--- config.mk ---
export PLATFORM = sky130hd
export DESIGN_NAME = tcache
export DESIGN_NICKNAME = d
export VERILOG_FILES = /design/src/rtl/tc_pkg.sv /design/src/rtl/tc_match.sv /design/src/rtl/tc_sel.sv /design/src/rtl/tc_victim.sv /design/src/rtl/tc_status.sv /design/src/rtl/tcache.sv
export SDC_FILE = /design/constraint.sdc
export NUM_CORES = 1
export LEC_CHECK = 0
export BUFFER_PORTS_ARGS = -buffer_cell sky130_fd_sc_hd__buf_2
export CAP_MARGIN = 20
export CELL_PAD_IN_SITES_DETAIL_PLACEMENT = 0
export CELL_PAD_IN_SITES_GLOBAL_PLACEMENT = 1
export CORE_ASPECT_RATIO = 1.5
export CORE_UTILIZATION = 45
export DETAILED_ROUTE_END_ITERATION = 10
export MAX_ROUTING_LAYER = met4
export PLACE_DENSITY_LB_ADDON = 0.1
export SYNTH_ARGS = -nofsm -noshare
export SYNTH_HDL_FRONTEND = slang
export SYNTH_SLANG_ARGS = --single-unit
export TNS_END_PERCENT = 1
--- constraint.sdc ---
create_clock -name clk -period 3.4 [get_ports clk]
set_clock_uncertainty 0.05 [all_clocks]
set_input_delay 0.34 -clock clk [delete_from_list [all_inputs] [get_ports clk]]
set_output_delay 0.34 -clock clk [all_outputs]
set_load 0.02 [all_outputs]
--- src/rtl/tc_pkg.sv ---
package tc_pkg;
  typedef enum logic [2:0] {
    OP_FLUSH_ALL  = 3'd0,
    OP_FLUSH_FC   = 3'd1,
    OP_FLUSH_PAGE = 3'd2,
    OP_PRELOAD    = 3'd3,
    OP_PROBE      = 3'd4
  } tc_op_e;
endpackage

--- src/rtl/tc_match.sv ---
// Parallel tag compare across all entries
module tc_match #(
  parameter int N   = 8,
  parameter int FCW = 3,
  parameter int PW  = 20
) (
  input  logic [N-1:0]          vld,
  input  logic [N-1:0][FCW-1:0] fc_tag,
  input  logic [N-1:0][PW-1:0]  pg_tag,
  input  logic [FCW-1:0]        key_fc,
  input  logic [PW-1:0]         key_pg,
  input  logic                  use_page,
  output logic [N-1:0]          hit
);
  for (genvar g = 0; g < N; g++) begin : g_cmp
    assign hit[g] = vld[g] && (fc_tag[g] == key_fc) &&
                    (!use_page || (pg_tag[g] == key_pg));
  end
endmodule

--- src/rtl/tc_sel.sv ---
// One-hot payload multiplexer
module tc_sel #(
  parameter int N  = 8,
  parameter int PW = 20
) (
  input  logic [N-1:0]         sel,
  input  logic [N-1:0][PW-1:0] ppn_in,
  input  logic [N-1:0]         wp_in,
  input  logic [N-1:0]         md_in,
  output logic [PW-1:0]        ppn,
  output logic                 wp,
  output logic                 md
);
  always_comb begin
    ppn = '0;
    wp  = 1'b0;
    md  = 1'b0;
    for (int i = 0; i < N; i++) begin
      if (sel[i]) begin
        ppn = ppn | ppn_in[i];
        wp  = wp | wp_in[i];
        md  = md | md_in[i];
      end
    end
  end
endmodule

--- src/rtl/tc_victim.sv ---
// Insert slot choice: lowest free slot, else round-robin pointer
module tc_victim #(
  parameter int N = 8,
  localparam int IW = (N > 1) ? $clog2(N) : 1
) (
  input  logic          clk,
  input  logic          rst_n,
  input  logic [N-1:0]  vld,
  input  logic [N-1:0]  purge,
  input  logic          adv,
  output logic [IW-1:0] slot,
  output logic [IW-1:0] ptr
);
  logic [N-1:0]  free_v;
  logic [IW-1:0] low_free;
  logic          any_free;
  logic [IW-1:0] ptr_d;

  assign free_v   = ~vld | purge;
  assign any_free = |free_v;

  always_comb begin
    low_free = '0;
    for (int i = N - 1; i >= 0; i--) begin
      if (free_v[i]) low_free = IW'(i);
    end
  end

  assign slot = any_free ? low_free : ptr;

  always_comb begin
    ptr_d = ptr;
    if (adv) begin
      if (ptr == IW'(N - 1)) ptr_d = '0;
      else                   ptr_d = ptr + 1'b1;
    end
  end

  always_ff @(posedge clk or negedge rst_n) begin
    if (!rst_n)   ptr <= '0;
    else if (adv) ptr <= ptr_d;
  end
endmodule

--- src/rtl/tc_status.sv ---
// Probe result register
module tc_status #(
  parameter int IW = 3
) (
  input  logic          clk,
  input  logic          rst_n,
  input  logic          load,
  input  logic          hit_in,
  input  logic          wp_in,
  input  logic          md_in,
  input  logic [IW-1:0] slot_in,
  output logic          hit,
  output logic          wp,
  output logic          md,
  output logic [IW-1:0] slot
);
  always_ff @(posedge clk or negedge rst_n) begin
    if (!rst_n) begin
      hit  <= 1'b0;
      wp   <= 1'b0;
      md   <= 1'b0;
      slot <= '0;
    end else if (load) begin
      hit  <= hit_in;
      wp   <= wp_in;
      md   <= md_in;
      slot <= slot_in;
    end
  end
endmodule

--- src/rtl/tcache.sv ---
module tcache #(
  parameter int ENTRIES = 8,
  parameter int FC_W    = 3,
  parameter int PAGE_W  = 20,
  localparam int IDX_W  = (ENTRIES > 1) ? $clog2(ENTRIES) : 1
) (
  input  logic              clk,
  input  logic              rst_n,
  input  logic              lk_valid,
  input  logic [FC_W-1:0]   lk_fc,
  input  logic [PAGE_W-1:0] lk_lpn,
  output logic              lk_hit,
  output logic [PAGE_W-1:0] lk_ppn,
  output logic              lk_wp,
  output logic              lk_mod,
  input  logic              cmd_valid,
  input  logic [2:0]        cmd_op,
  input  logic [FC_W-1:0]   cmd_fc,
  input  logic [PAGE_W-1:0] cmd_lpn,
  input  logic [PAGE_W-1:0] cmd_ppn,
  input  logic              cmd_wp,
  input  logic              cmd_mod,
  output logic              stat_hit,
  output logic              stat_wp,
  output logic              stat_mod,
  output logic [IDX_W-1:0]  stat_slot
);
  import tc_pkg::*;

  // reset: asserted asynchronously, released through two flops
  logic rst_s1, rst_sync_n;
  always_ff @(posedge clk or negedge rst_n) begin
    if (!rst_n) begin
      rst_s1     <= 1'b0;
      rst_sync_n <= 1'b0;
    end else begin
      rst_s1     <= 1'b1;
      rst_sync_n <= rst_s1;
    end
  end

  // entry storage
  logic [ENTRIES-1:0]             v_q, v_d;
  logic [ENTRIES-1:0][FC_W-1:0]   fc_q;
  logic [ENTRIES-1:0][PAGE_W-1:0] lpn_q, ppn_q;
  logic [ENTRIES-1:0]             wp_q, md_q;
  logic [ENTRIES-1:0]             we;

  // command decode
  logic do_preload, do_probe, cmd_use_page;
  assign do_preload   = cmd_valid && (cmd_op == OP_PRELOAD);
  assign do_probe     = cmd_valid && (cmd_op == OP_PROBE);
  assign cmd_use_page = (cmd_op != OP_FLUSH_FC);

  // lookup path
  logic [ENTRIES-1:0] lk_raw, lk_sel;

  tc_match #(.N(ENTRIES), .FCW(FC_W), .PW(PAGE_W)) u_lk_match (
    .vld(v_q), .fc_tag(fc_q), .pg_tag(lpn_q),
    .key_fc(lk_fc), .key_pg(lk_lpn), .use_page(1'b1), .hit(lk_raw)
  );

  assign lk_sel = lk_raw & {ENTRIES{lk_valid & ~cmd_valid}};
  assign lk_hit = |lk_sel;

  tc_sel #(.N(ENTRIES), .PW(PAGE_W)) u_lk_sel (
    .sel(lk_sel), .ppn_in(ppn_q), .wp_in(wp_q), .md_in(md_q),
    .ppn(lk_ppn), .wp(lk_wp), .md(lk_mod)
  );

  // command path
  logic [ENTRIES-1:0] cmd_sel;

  tc_match #(.N(ENTRIES), .FCW(FC_W), .PW(PAGE_W)) u_cmd_match (
    .vld(v_q), .fc_tag(fc_q), .pg_tag(lpn_q),
    .key_fc(cmd_fc), .key_pg(cmd_lpn), .use_page(cmd_use_page), .hit(cmd_sel)
  );

  logic [PAGE_W-1:0] pr_ppn;
  logic              pr_wp, pr_md;
  logic [IDX_W-1:0]  pr_slot;

  tc_sel #(.N(ENTRIES), .PW(PAGE_W)) u_cmd_sel (
    .sel(cmd_sel), .ppn_in(ppn_q), .wp_in(wp_q), .md_in(md_q),
    .ppn(pr_ppn), .wp(pr_wp), .md(pr_md)
  );

  always_comb begin
    pr_slot = '0;
    for (int i = 0; i < ENTRIES; i++) begin
      if (cmd_sel[i]) pr_slot = pr_slot | IDX_W'(i);
    end
  end

  logic [IDX_W-1:0] ins_slot, rr_ptr;

  tc_victim #(.N(ENTRIES)) u_victim (
    .clk(clk), .rst_n(rst_sync_n), .vld(v_q), .purge(cmd_sel),
    .adv(do_preload), .slot(ins_slot), .ptr(rr_ptr)
  );

  tc_status #(.IW(IDX_W)) u_status (
    .clk(clk), .rst_n(rst_sync_n), .load(do_probe),
    .hit_in(|cmd_sel), .wp_in(pr_wp), .md_in(pr_md), .slot_in(pr_slot),
    .hit(stat_hit), .wp(stat_wp), .md(stat_mod), .slot(stat_slot)
  );

  // next-state for valid bits and write enables
  always_comb begin
    v_d = v_q;
    we  = '0;
    if (cmd_valid) begin
      case (cmd_op)
        OP_FLUSH_ALL:  v_d = '0;
        OP_FLUSH_FC,
        OP_FLUSH_PAGE: v_d = v_q & ~cmd_sel;
        OP_PRELOAD: begin
          v_d           = v_q & ~cmd_sel;
          v_d[ins_slot] = 1'b1;
          we[ins_slot]  = 1'b1;
        end
        default: v_d = v_q;
      endcase
    end
  end

  always_ff @(posedge clk or negedge rst_sync_n) begin
    if (!rst_sync_n) v_q <= '0;
    else             v_q <= v_d;
  end

  // payload registers carry no reset; valid bits gate every use
  for (genvar g = 0; g < ENTRIES; g++) begin : g_ent
    always_ff @(posedge clk) begin
      if (we[g]) begin
        fc_q[g]  <= cmd_fc;
        lpn_q[g] <= cmd_lpn;
        ppn_q[g] <= cmd_ppn;
        wp_q[g]  <= cmd_wp;
        md_q[g]  <= cmd_mod;
      end
    end
  end

  logic unused_pr;
  assign unused_pr = ^pr_ppn;
endmodule

### Word level (Yosys, flattened, before mapping)

Index checks and enable logic that the tools add are counted.

| storage, ports and cells | value |
|---|---|
| bits in registers | 379 |
| output and inout port bits | 29 |
| logic and storage cells | 245 |

| cells by class | value |
|---|---|
| add/sub/neg operators | 1 |
| order comparisons | 2 |
| equal/unequal tests | 38 |
| mux-type cells | 62 |
| bitwise operators | 43 |
| reductions and logical operators | 51 |

Operators by type and width:

| cell | count |
|---|---|
| 20-bit equality test | 16 |
| 20-bit two-way mux | 8 |
| 20-bit OR | 7 |
| 3-bit equality test | 16 |
| 3-bit two-way mux | 14 |
| 1-bit logical AND | 35 |
| 1-bit two-way mux | 34 |
| 1-bit OR | 28 |
| 8-bit one-hot mux with 3 select lines | 1 |
| 8-bit OR reduction | 3 |
| 8-bit AND | 2 |
| 8-bit two-way mux | 2 |
| 8-bit NOT | 2 |
| 8-bit OR | 2 |
| 1-bit logical OR | 8 |
| 3-bit by 2-bit equality test with 1-bit output, second input constant | 2 |
| 3-bit equality test, second input constant | 2 |
| 3-bit by 4-bit < comparator with 1-bit output, second input constant | 1 |
| 2-bit two-way mux | 2 |
| 3-bit by 1-bit adder with 3-bit output, second input constant | 1 |
| 1-bit demux with 3-bit select | 1 |
| 3-bit by 1-bit equality test with 1-bit output, second input constant | 1 |
| 3-bit by 1-bit >= comparator with 1-bit output, second input constant | 1 |
| 3-bit logical NOT | 1 |
| other kinds (7) | 7 |

### Longest topological paths before layout

| logic depth | value |
|---|---|
| depth after elaboration | 20 |
| depth in mapped cells | 9 |

### Cells and area by module

A second synthesis with hierarchy kept.

| second synthesis, totals | value |
|---|---|
| cells, all modules | 1,298 |
| area total of the unflattened synthesis | 18,330.1 um^2 |

By module, submodules not included:

| module | times used | cells each | area each (um^2) | sequential area each (um^2) |
|---|---|---|---|---|
| tcache | 1 | 426 | 11,407.2 | 11,060.6 |
| tc_match | 2 | 288 | 2,267.2 | 0.0 |
| tc_sel | 2 | 126 | 920.9 | 0.0 |
| tc_victim | 1 | 31 | 295.3 | 75.1 |
| tc_status | 1 | 13 | 251.5 | 150.1 |

### Worst setup path after synthesis

No wires, ideal clock.

| timing path | value |
|---|---|
| path kind | input to register |
| start | in cmd_fc[2] |
| end | reg fc_q[0] in the netlist's numbering (enable) |
| setup time | 503 ps |
| data arrival time | 4,965 ps |
| setup slack | -2,118 ps |
| cell stages on the path | 9 |
| cells stage by stage | buf_6 xnor2_1 nand3_1 or4_4 or2_4 nand3_2 nor4_2 o2bb2ai_4 nor3_1 |

| between the ends | value |
|---|---|
| longest elaborated chain between the ends | 19 |

Ends and longest elaborated chain:

| element | line | text |
|---|---|---|
| start, declared | tcache.sv:18 | `input logic [FC_W-1:0] cmd_fc,` |
| 3-bit equality test | tc_match.sv:16 | `assign hit[g] = vld[g] && (fc_tag[g] == key_fc) &&` |
| 1-bit logical AND (2 in a row) | tc_match.sv:16 |  |
| 8-bit OR (*) | tc_victim.sv:19 | `assign free_v = ~vld \| purge;` |
| 3-bit two-way mux (8 in a row) | tc_victim.sv:25 | `if (free_v[i]) low_free = IW'(i);` |
| 3-bit two-way mux (*) | tc_victim.sv:29 | `assign slot = any_free ? low_free : ptr;` |
| 3-bit by 4-bit < comparator with 1-bit output (implied by the code) / 3-bit by 1-bit >= comparator with 1-bit output (equally long branches) | tcache.sv:120 | `we[ins_slot] = 1'b1;` |
| 1-bit logical AND (implied by the code) | tcache.sv:120 |  |
| 1-bit two-way mux (implied by the code) | tcache.sv:120 |  |
| 1-bit demux with 3-bit select (*) | tcache.sv:120 |  |
| 8-bit two-way mux (*) | tcache.sv:113 | `case (cmd_op)` |
| 8-bit two-way mux (*) | tcache.sv:112 | `if (cmd_valid) begin` |
| net we[0] | tcache.sv:47 | `logic [ENTRIES-1:0] we;` |
| end signal, assigned by index | tcache.sv:136 | `fc_q[g] <= cmd_fc;` |
| end, declared | tcache.sv:44 | `logic [ENTRIES-1:0][FC_W-1:0] fc_q;` |

The timed path passes the listed nets; every way through them passes the cells marked *.
A chain may end at the register's enable or synchronous reset.

### Worst setup path in the final report

| timing path | value |
|---|---|
| start | reg lpn_q[119] in the netlist's numbering |
| end | out lk_wp |

| between the ends | value |
|---|---|
| longest elaborated chain between the ends | 8 |

Ends and longest elaborated chain:

| element | line | text |
|---|---|---|
| start, declared | tcache.sv:45 | `logic [ENTRIES-1:0][PAGE_W-1:0] lpn_q, ppn_q;` |
| start signal, assigned by index | tcache.sv:137 | `lpn_q[g] <= cmd_lpn;` |
| 20-bit equality test (*) | tc_match.sv:17 | `(!use_page \|\| (pg_tag[g] == key_pg));` |
| 1-bit logical AND (*) | tc_match.sv:16 |  |
| 8-bit AND (*) | tcache.sv:63 | `assign lk_sel = lk_raw & {ENTRIES{lk_valid & ~cmd_valid}};` |
| 1-bit two-way mux (*) | tc_sel.sv:19 | `if (sel[i]) begin` |
| 1-bit OR | tc_sel.sv:21 | `wp = wp \| wp_in[i];` |
| 1-bit two-way mux (*) | tc_sel.sv:19 |  |
| 1-bit OR | tc_sel.sv:21 |  |
| 1-bit two-way mux (*) | tc_sel.sv:19 |  |
| end, declared | tcache.sv:14 | `output logic lk_wp,` |

Mark *: on every way between the ends. The rest lies on a longest branch, timed or not.

==> results by group <==
STA
  • Fin crit share: 101%
  • RSZ-0062 raised after global routing: true
  • Fin worst setup slack: -29.8 ps
  • Period minus WS final: ~3400 ps
  • Final setup violation count: 4
  • Relative slew margins: between 30% and 40%
  • Least-Margin Pin Slew: 1020 ps
  • Worst hold margin: roughly 19 ps
  • Final hold vios: 0
  • Max frequency: 292 MHz
  • Slew Limit Fails: 0

Floorplanning
  • Top Ports: 104
  • Core box area: 38300 um2
  • Die area: ~40000 um2
  • Starting Density: roughly 46%
  • Die X: roughly 160 um
  • FP Rows: 88
  • Die Ht: around 240 um

Placed design
  • DP Worst Slack: 52.3 ps
  • Global placer's final weighted congestion: slightly below 1
  • Placed Cells: between 1500 and 2000
  • IO buf count: about 100
  • DP HPWL: 40200 um

Pwr
  • Pwr Total: about 10 mW
  • Lkg Pwr: 7.22 nW
  • VDD IR max: 0.532 mV
  • Pwr/cell area: just under 500 nW/um2

Clocking
  • Clk slew on worst S/H paths: approximately 60 ps
  • Clock Sinks: 379
  • CTS tree: done
  • Skew-Pair Late Insertion Delay: approximately 540 ps
  • Clk root buf: clkbuf_16
  • CTS Buffer Depth: 3
  • Total CTS buffers: 38
  • CTS HTree Levels: 2
  • Setup bufs post-CTS: 0

Synthesis
  • Syn Area/Cell: roughly 15 um2
  • Distinct cell type count after synthesis: 56
  • Ys async rst share: roughly 5%
  • Cell Area, Synth: about 17000 um2
  • Sequential share of the synthesized area: 64.7%
  • Net Count, Synth: 1270
  • Post-Synthesis Cells: between 1000 and 1500
  • Largest area contributor in the netlist: edfxtp_1
  • Synth warnings: 0
  • Post-synth top area share: just over 60%
  • EDFF count, synth: 360
  • Top post-synthesis cells by area: edfxtp_1 62%, xor2_1 10%, xnor2_1 8.2%
  • Main synth FF type: edfxtp_1
  • Flop and latch count out of synthesis: roughly 380

Worst setup path
  • CP arrival: 3040 ps
  • Startpoint types: flip-flop
  • Critical path type: flip-flop to primary output
  • Max FO, Critical Path: 23
  • Crit. End Element: primary output
  • Worst endpoint required time: approximately 3000 ps

Routing
  • First-pass DRT Iterations: 7
  • Routed Antenna Nets: 0
  • DRC violations left: 0
  • DRC marker count from the first detailed-route iteration: 688
  • Final WL: 54700 um
  • Vias/cell: 5.59
  • Drt wl/cell: approximately 28 um
  • Via count: about 11000

Global route
  • Largest net degree at the start of global routing: 33
  • Antenna violations before repair: 2
  • Grt ovf: 0
  • Vias in the first global route: ~11000
  • Total track usage: slightly below 30%
  • First-pass GRT wire length: around 79000 um

Run
  • Max Cap Violations: 0

Run status
  • Status: finished, violations left
  • Failing checks: setup timing

Finish
  • Area grow syn2layout: 21.2%
  • Final Non-Filler Cells: 1938
  • Layout cells sized above 1: roughly a quarter
  • Final #Nets: roughly 1500
  • Final Core Density: 55.2%
  • Fillers: 3226

Hold path
  • HP Class: input port to flip-flop
==> final timing paths <==
check | start | to | slack (ps) | cells past startpoint
setup / recovery | lpn_q[119] | lk_wp | -30 | 8
hold / removal | cmd_ppn[5] | ppn_q[25] | 20 | 1
setup reg to reg | fc_q[12] | lpn_q[103] | 160 | 10
hold reg to reg | rst_sync_n | u_status.hit | 250 | 0
max in group asynchronous | rst_sync_n | u_victim.ptr[2] | 2570 | 0
min in group asynchronous | rst_n | rst_sync_n | 50 | 2
==> kinds of logic after synthesis <==
| group | Yosys count | share of synthesized area (%) |
|---|---|---|
| buffers and inverters | 67 | 2.22 |
| other | 1 | 0.0215 |
| flip-flops | 379 | 64.7 |
| adder cells (fa/ha/maj) | 2 | 0.143 |
| AND/OR/NAND/NOR | 225 | 7.42 |
| multiplexers | 2 | 0.129 |
| XOR/XNOR | 368 | 18.5 |
| AO/OA/AOI/OAI | 149 | 6.86 |
==> worst max-delay path, stage by stage, from the launching register on <==
cell	delay (ps)
edfxtp_1	470
xor2_1	180
nor4_1	750
nand4_1	200
nor3_2	230
buf_12	230
a22oi_1	100
nand3_1	140
buf_2	190
==> metrics by stage <==
stage | TNS, ps | cell area [um2]
finish | -67.9 | 21100
detailed placement | 0 | 19800
floorplan | -39610 | 17500
global route | -4.30 | 21100
global placement | 0 | 19800
CTS | 0 | 21100
==> Yosys cell counts (4+ instances only) <==
master / number
xnor2_1: 164
clkbuf_1: 10
dfrtp_1: 19
edfxtp_1: 360
nor3_1: 20
a22o_1: 26
nand4_1: 54
nand3_1: 30
a21oi_1: 8
o21ai_1: 10
nand2_1: 17
xor2_1: 204
nor2_1: 31
o21ai_0: 10
a22oi_1: 44
buf_4: 20
nor4_1: 50
a221oi_1: 26
a31oi_1: 4
buf_2: 31
==> per-layer routing <==
metal / wire (um) / global-route usage (%) / share of wire [%] / vias to the layer above
li1: - / - / - / 4951
met1: 20900 / 33.0 / 38 / 5484
met2: 28300 / 49.8 / 52 / 292
met3: 2000 / 3.23 / 3.7 / 101
met4: 3400 / 16.0 / 6.2 / 0
met5: 0 / - / 0 / -
==> placed cells by master (no fill, tap or decap), drive strengths merged, types with 2 or more instances in the layout <==
cell           n
edfxtp       360
buf          240
xor2         204
xnor2        164
nand4         55
nor4          53
clkbuf        45
a22oi         44
nand3         31
nor2          31
a22o          26
a221oi        26
nor3          20
o21ai         20
dfrtp         19
nand2         18
clkinv        12
a21oi         11
dlygate4sd3    7
bufinv         5
a31oi          4
nor3b          4
inv            4
a21o           3
nand2b         3
diode          2
nor2b          2
a311oi         2
o21a           2
and3           2
mux2           2
ha             2
clkinvlp       2
o211ai         2
==> flip-flops by register name, summed over array words and instances, names as in the netlist <==
register	count
lpn_q	160
ppn_q	160
fc_q	24
md_q	8
v_q	8
wp_q	8
u_status.slot	3
u_victim.ptr	3
rst_s1	1
rst_sync_n	1
u_status.hit	1
u_status.md	1
u_status.wp	1
==> repair_timing <==
| item | CTS | global route |
|---|---|---|
| gates resized for setup | 1 | 2 |
| setup endpoints to repair | 8 | 11 |
| hold buffers | 7 | 0 |
| endpoints found under the hold margin | 43 | 0 |
| gates cloned | 0 | 0 |
==> power by group <==
group | switching [mW] | internal [mW] | total (mW)
clock network | 1.76 | 2.44 | 4.20
logic | 0.604 | 0.384 | 0.988
registers | 0.0762 | 5.20 | 5.27
total | 2.44 | 8.02 | 10.5
==> cell type report <==
type | count | area [um2] | share of cell area, %
Timing Repair Buffer | 247 | 2050 | 9.71
Inverter | 2 | 7.51 | 0.0355
Clock buffer | 45 | 977 | 4.62
Clock inverter | 21 | 245 | 1.16
Tap cell | 495 | 619 | 2.93
Antenna cell | 2 | 5.00 | 0.0237
Multi-Input combinational cell | 747 | 5940 | 28.1
Sequential cell | 379 | 11300 | 53.4
Power figures use the tool's default switching activity.
